**config.mk**
```make
export PLATFORM = sky130hd
export DESIGN_NAME = quad_phase_clkgen
export DESIGN_NICKNAME = d
export VERILOG_FILES = /design/src/rtl/qpc_pkg.sv /design/src/rtl/qpc_cfg_reg.sv /design/src/rtl/qpc_divider.sv /design/src/rtl/qpc_phase_map.sv /design/src/rtl/quad_phase_clkgen.sv
export SDC_FILE = /design/constraint.sdc
export NUM_CORES = 1
export LEC_CHECK = 0
export ABC_AREA = 1
export CAP_MARGIN = 10
export CORE_MARGIN = 8
export CORE_UTILIZATION = 45
export DETAILED_ROUTE_END_ITERATION = 6
export DONT_BUFFER_PORTS = 1
export PLACE_DENSITY = 0.7
export SLEW_MARGIN = 20
export SYNTH_ARGS = -nofsm -noshare
export SYNTH_HDL_FRONTEND = slang
export SYNTH_SLANG_ARGS = --single-unit
```
**constraint.sdc**
```tcl
create_clock -name clk -period 1.9 [get_ports clk]
set_clock_uncertainty 0.1 [all_clocks]
set_input_delay 0.19 -clock clk [delete_from_list [all_inputs] [get_ports clk]]
set_output_delay 0.19 -clock clk [all_outputs]
set_load 0.03 [all_outputs]
```
**src/rtl/qpc_pkg.sv**
```systemverilog
// Shared types and constants for the phased clock generator.
// Assumes a fixed 16-bit command format with a 3-bit selector on top.
package qpc_pkg;
    localparam int CMD_W  = 16;
    localparam int NUM_CH = 4;
    localparam logic [2:0] SEL_TAG = 3'b011;

    typedef enum logic [1:0] {
        PH_ALIGN   = 2'b00,
        PH_PAIR_AB = 2'b01,
        PH_PAIR_AC = 2'b10,
        PH_QUAD    = 2'b11
    } phase_e;

    typedef struct packed {
        logic       comp;
        phase_e     phase;
        logic [1:0] freq;
        logic [1:0] vmax;
    } cfg_t;

    localparam cfg_t CFG_RESET = '{comp: 1'b0, phase: PH_ALIGN, freq: 2'b01, vmax: 2'b00};
endpackage

```
**src/rtl/qpc_cfg_reg.sv**
```systemverilog
// Command decoder and control register.
// Captures a word when the strobe is high and the selector matches; other words are dropped.
// Assumes cmd_word is stable in the cycle cmd_wr is high.
module qpc_cfg_reg
    import qpc_pkg::*;
(
    input  logic             clk,
    input  logic             rst_n,
    input  logic             cmd_wr,
    input  logic [CMD_W-1:0] cmd_word,
    output cfg_t             cfg_q
);
    logic hit;

    // Selector match for this register.
    always_comb hit = cmd_wr && (cmd_word[15:13] == SEL_TAG);

    // Store the fields of an accepted word.
    always_ff @(posedge clk) begin
        if (!rst_n)
            cfg_q <= CFG_RESET;
        else if (hit)
            cfg_q <= '{comp: cmd_word[6], phase: phase_e'(cmd_word[5:4]),
                       freq: cmd_word[3:2], vmax: cmd_word[1:0]};
    end

    AST_FOREIGN_IGNORED: assert property (@(posedge clk) disable iff (!rst_n)
        (cmd_word[15:13] != SEL_TAG) |=> $stable(cfg_q));
    AST_PAD_IGNORED: assert property (@(posedge clk) disable iff (!rst_n)
        (cmd_wr && cmd_word[15:13] == SEL_TAG && cmd_word[12:7] != 6'd0)
        |=> (cfg_q.phase == $past(cmd_word[5:4]) && cfg_q.freq == $past(cmd_word[3:2])));
    AST_COMP_CAPTURE: assert property (@(posedge clk) disable iff (!rst_n)
        hit |=> cfg_q.comp == $past(cmd_word[6]));
    AST_VMAX_CAPTURE: assert property (@(posedge clk) disable iff (!rst_n)
        hit |=> cfg_q.vmax == $past(cmd_word[1:0]));
endmodule

```
**src/rtl/qpc_divider.sv**
```systemverilog
// Shared period counter: a quarter counter and a 2-bit quarter index.
// Loads the pending phase and frequency codes only on the last cycle of a period.
// Assumes Q_SLOW is the largest quarter length.
module qpc_divider
    import qpc_pkg::*;
#(
    parameter int Q_SLOW = 13,
    parameter int Q_MID  = 8,
    parameter int Q_FAST = 5,
    localparam int CNT_W = $clog2(Q_SLOW + 1)
) (
    input  logic       clk,
    input  logic       rst_n,
    input  phase_e     pend_phase,
    input  logic [1:0] pend_freq,
    output phase_e     act_phase,
    output logic [1:0] quarter
);
    logic [1:0]       act_freq;
    logic [CNT_W-1:0] q_cnt;
    logic [CNT_W-1:0] q_len;
    logic             last_q;
    logic             last_cycle;

    // Quarter length for the active frequency code; code 11 uses the middle rate.
    always_comb begin
        case (act_freq)
            2'b00:   q_len = CNT_W'(Q_SLOW);
            2'b10:   q_len = CNT_W'(Q_FAST);
            default: q_len = CNT_W'(Q_MID);
        endcase
    end

    // End of a quarter, and end of a whole period.
    always_comb begin
        last_q     = (q_cnt == q_len - CNT_W'(1));
        last_cycle = last_q && (quarter == 2'd3);
    end

    // Advance the quarter counter and the quarter index.
    always_ff @(posedge clk) begin
        if (!rst_n) begin
            q_cnt   <= '0;
            quarter <= 2'd0;
        end else if (last_q) begin
            q_cnt   <= '0;
            quarter <= quarter + 2'd1;
        end else begin
            q_cnt   <= q_cnt + CNT_W'(1);
        end
    end

    // Take the pending settings only at a period boundary.
    always_ff @(posedge clk) begin
        if (!rst_n) begin
            act_phase <= CFG_RESET.phase;
            act_freq  <= CFG_RESET.freq;
        end else if (last_cycle) begin
            act_phase <= pend_phase;
            act_freq  <= pend_freq;
        end
    end

    AST_QCNT_RANGE: assert property (@(posedge clk) disable iff (!rst_n)
        q_cnt < q_len);
    AST_WRAP_TO_ZERO: assert property (@(posedge clk) disable iff (!rst_n)
        last_cycle |=> (quarter == 2'd0 && q_cnt == '0));
    AST_HOLD_MIDPERIOD: assert property (@(posedge clk) disable iff (!rst_n)
        !last_cycle |=> ($stable(act_phase) && $stable(act_freq)));
endmodule

```
**src/rtl/qpc_phase_map.sv**
```systemverilog
// Maps the shared quarter index to four channel clocks.
// A channel shifted by k quarters is high while (quarter - k) mod 4 is 0 or 1.
// Assumes NUM_CH is 4.
module qpc_phase_map
    import qpc_pkg::*;
(
    input  logic              clk,
    input  logic              rst_n,
    input  phase_e            mode,
    input  logic [1:0]        quarter,
    output logic [NUM_CH-1:0] ch_clk
);
    for (genvar g = 0; g < NUM_CH; g++) begin : g_ch
        localparam logic [1:0] GI = 2'(g);
        logic [1:0] lag;
        logic [1:0] rel;

        // Quarter shift of this channel in the selected mode.
        always_comb begin
            case (mode)
                PH_PAIR_AB: lag = GI[1] ? 2'd2 : 2'd0;
                PH_PAIR_AC: lag = GI[0] ? 2'd2 : 2'd0;
                PH_QUAD:    lag = GI;
                default:    lag = 2'd0;
            endcase
        end

        // High for the first half of the shifted period.
        always_comb begin
            rel       = quarter - lag;
            ch_clk[g] = ~rel[1];
        end
    end

    AST_ALIGN_SAME: assert property (@(posedge clk) disable iff (!rst_n)
        (mode == PH_ALIGN) |-> ($countones(ch_clk) == 0 || $countones(ch_clk) == NUM_CH));
    AST_PAIR_AB: assert property (@(posedge clk) disable iff (!rst_n)
        (mode == PH_PAIR_AB) |-> (ch_clk[1] == ch_clk[0] && ch_clk[3] == ch_clk[2] && ch_clk[2] != ch_clk[0]));
    AST_PAIR_AC: assert property (@(posedge clk) disable iff (!rst_n)
        (mode == PH_PAIR_AC) |-> (ch_clk[2] == ch_clk[0] && ch_clk[3] == ch_clk[1] && ch_clk[1] != ch_clk[0]));
    AST_QUAD_SPREAD: assert property (@(posedge clk) disable iff (!rst_n)
        (mode == PH_QUAD) |-> ($countones(ch_clk) == 2 && ch_clk[0] != ch_clk[2] && ch_clk[1] != ch_clk[3]));
endmodule

```
**src/rtl/quad_phase_clkgen.sv**
```systemverilog
// Top: control register plus four phased channel clocks from one divider.
// Compensation and voltage codes are static outputs; phase and frequency
// are applied at period boundaries. Assumes synchronous active-low reset.
module quad_phase_clkgen
    import qpc_pkg::*;
#(
    parameter int Q_SLOW = 13,
    parameter int Q_MID  = 8,
    parameter int Q_FAST = 5
) (
    input  logic        clk,
    input  logic        rst_n,
    input  logic        cmd_wr,
    input  logic [15:0] cmd_word,
    output logic [3:0]  ch_clk,
    output logic        comp_sel,
    output logic [1:0]  vmax_sel
);
    cfg_t       cfg_q;
    phase_e     act_phase;
    logic [1:0] quarter;

    qpc_cfg_reg u_cfg (
        .clk      (clk),
        .rst_n    (rst_n),
        .cmd_wr   (cmd_wr),
        .cmd_word (cmd_word),
        .cfg_q    (cfg_q)
    );

    qpc_divider #(
        .Q_SLOW (Q_SLOW),
        .Q_MID  (Q_MID),
        .Q_FAST (Q_FAST)
    ) u_div (
        .clk        (clk),
        .rst_n      (rst_n),
        .pend_phase (cfg_q.phase),
        .pend_freq  (cfg_q.freq),
        .act_phase  (act_phase),
        .quarter    (quarter)
    );

    qpc_phase_map u_map (
        .clk     (clk),
        .rst_n   (rst_n),
        .mode    (act_phase),
        .quarter (quarter),
        .ch_clk  (ch_clk)
    );

    // Static fields leave the register unchanged.
    always_comb begin
        comp_sel = cfg_q.comp;
        vmax_sel = cfg_q.vmax;
    end
endmodule

```
==> results.toml <==
[status]
outcome = "finished clean"

[sta]
timing.fmax_mhz = 666.7
fin_crit_sh_pct = 78.95
fin_tns_setup_ps = 0
period_needed_ps = 1500
finalHoldViolCount = 0
rsz0062_at_grt = "no"
whs_ps = 218.1
layout_setup_ws_ps = 400.0
maxSlewHeadroom_pct = 71.26
setup_viol = 0
finalMaxSlewViolations = 0
tightest_slew_ps = 429.7

[placement]
dp_hpwl_um = 1108
place.gp.congestion = 0.7194
io_buffers = 0
dp_slack_ps = 610.4
place_area_um2 = 818.3
placed_cells = 129

[worst_setup_path]
critPathMaxStageDelay_ps = 410
crit_slowest_cell = "dfxtp_1"
regToRegSetupSlack_ps = 600
cp_top_family = "flip-flops"
worstSetupStartpointType = "flop"
r2r_end = "u_div.act_phase[1]"
cp_max_fo = 5
critPathKind = "flop to primary output"
arrival_ps = 1210
worst_ep_required_time_ps = 1610
r2r-start = "u_div.quarter[1]"
crit_chain = "nand3_1, o21ai_1, xor2_1, buf_4"
path_buf_inv = 1
end_kind = "primary output"
reg2reg_depth = 5

[hold_path]
whs_path_depth = 2
hold_class = "input pin to flop"
holdPathEnd = "u_cfg.cfg_q[5]"
min_from = "cmd_wr"

[synthesis]
syn_nets = 128
seq_area_frac_synth_pct = 42.57
ys_ff_latch = 17
synth_cell_types = 20
netlist_area_um2 = 799.5
synth_warnings = 0
avgSynthCellArea_um2 = 7.472
synth_cells = 107

[routing]
wl_per_cell_um = 10.27
drt-initial-drc-count = 2
wirelength_um = 1448
num_vias = 634
drt-vias-per-instance = 4.496
drc = 0
first_pass_iters = 4
ant_nets = 0

[global_routing]
grt_max_degree = 14
grt_pass1_wl_um = 2484
antenna_found_initial = 0
grt_use_total_pct = 9.210
grt_pass1_vias = 617
gr-total-overflow = 0

[power]
ir_drop_mv = 0.4642
p_per_area_nw_per_um2 = 658.3
leakage_uw = 0.0003737

[finish]
drive_gt1_share_pct = 9.483
multiInputGateArea_um2 = 375.4
final_cells = 141
nNetsFinal = 138
layout_common_cells = "nand2_1 (17), dfxtp_1 (17), nor2_1 (16)"
seqCellArea_um2 = 340.3
final_area_um2 = 924.6
fill_cells = 157
synthToLayoutAreaGrowth_pct = 15.65
diodes = 0

[cts]
clk_path_buf_depth = 2
cts_tree = "yes"
ctsResizeCount = 0
path_clk_slew_ps = 90
insertion_delay_ps = 280
clock_sinks = 17
htreeDepth = 1
cts-root-buf = "clkbuf_4"
cts_buffers = 3

[floorplan]
coreArea_um2 = 1708
dieArea_um2 = 3381
fp.dieH_um = 58.15
die_w_um = 58.15
io_pins = 26
fp-row-count = 15
initial_core_util_pct = 46.81

[job]
max-cap-violations = 0
==> per-layer routing <==
metal / track usage, % / part of all wire (%) / routed length (um)
met4: 5.245 / 0.90 / 13
met1: 8.976 / 41 / 597
met5: 0 / 0 / 0
met2: 16.56 / 53 / 773
met3: 3.091 / 4.4 / 63
==> through the flow <==
stage / power (uW) / utilization, %
final: 608.6 / 54.14
after global placement: 417.7 / 47.91
after detailed placement: 420.0 / 47.91
after CTS: 619.7 / 54.14
after global routing: 643.3 / 54.14
after floorplan: 417.9 / -
==> flip-flops by register name, indices dropped and copies added, names as in the netlist <==
name,flops
u_cfg.cfg_q,7
u_div.act_freq,2
u_div.act_phase,2
u_div.q_cnt,4
u_div.quarter,2
==> cell usage after synthesis <==
library cell,count,area share (%)
nand3_2,1,1.3
xnor2_1,2,2.2
nor2_1,16,7.5
nor2_2,1,0.78
nand2_2,3,2.3
xor2_1,3,3.3
clkbuf_1,2,0.94
buf_4,2,1.9
nor2_8,1,2.5
o21ai_1,7,4.4
nand3_1,6,3.8
clkinv_1,1,0.47
nand2_1,17,8.0
o21bai_1,1,0.94
inv_1,14,6.6
nand4_1,4,3.1
a21oi_1,6,3.8
ha_1,2,3.1
dfxtp_1,17,43
buf_2,1,0.63
==> power by group <==
part           internal [uW]  switching, uW  total, uW  leakage [uW]
registers                367           12.7        380      0.000138
clock network           81.4            100        181     0.0000150
logic                   24.1           23.3       47.4      0.000221
==> layout make-up <==
type                       count  area share, %
sequential                    17          36.81
clock buffer                   4          2.842
timing repair buffer          10          10.28
inverter                      15          6.089
tap                           25          3.383
multi-input combinational     70          40.60
==> worst max path at each step <==
stage | from | to | slack (ps) | cells after the start
floorplan | u_div.act_phase[0] | ch_clk[3] | 560 | 3
global placement | u_div.quarter[1] | u_div.act_phase[0] | 660 | 5
detailed placement | u_div.quarter[1] | u_div.act_phase[1] | 610 | 5
CTS | u_div.act_phase[0] | ch_clk[3] | 380 | 4
global route | u_div.act_phase[0] | ch_clk[3] | 260 | 4
finish | u_div.act_phase[0] | ch_clk[3] | 400 | 4
==> cells by family (layout without fill, tap and decap cells) <==
family | Yosys count | count (layout) | share of synthesized area, %
compound gates | 14 | 14 | 9.077
simple gates | 49 | 49 | 29.27
fa+ha+maj | 2 | 2 | 3.129
flops | 17 | 17 | 42.57
xor+xnor | 5 | 5 | 5.478
buf+inv | 20 | 29 | 10.48
==> what timing repair did <==
action	in CTS	in global routing
hold buffers	8	0
buffers inserted	0	0
hold endpoints to repair	15	0
Power figures use the tool's default switching activity.
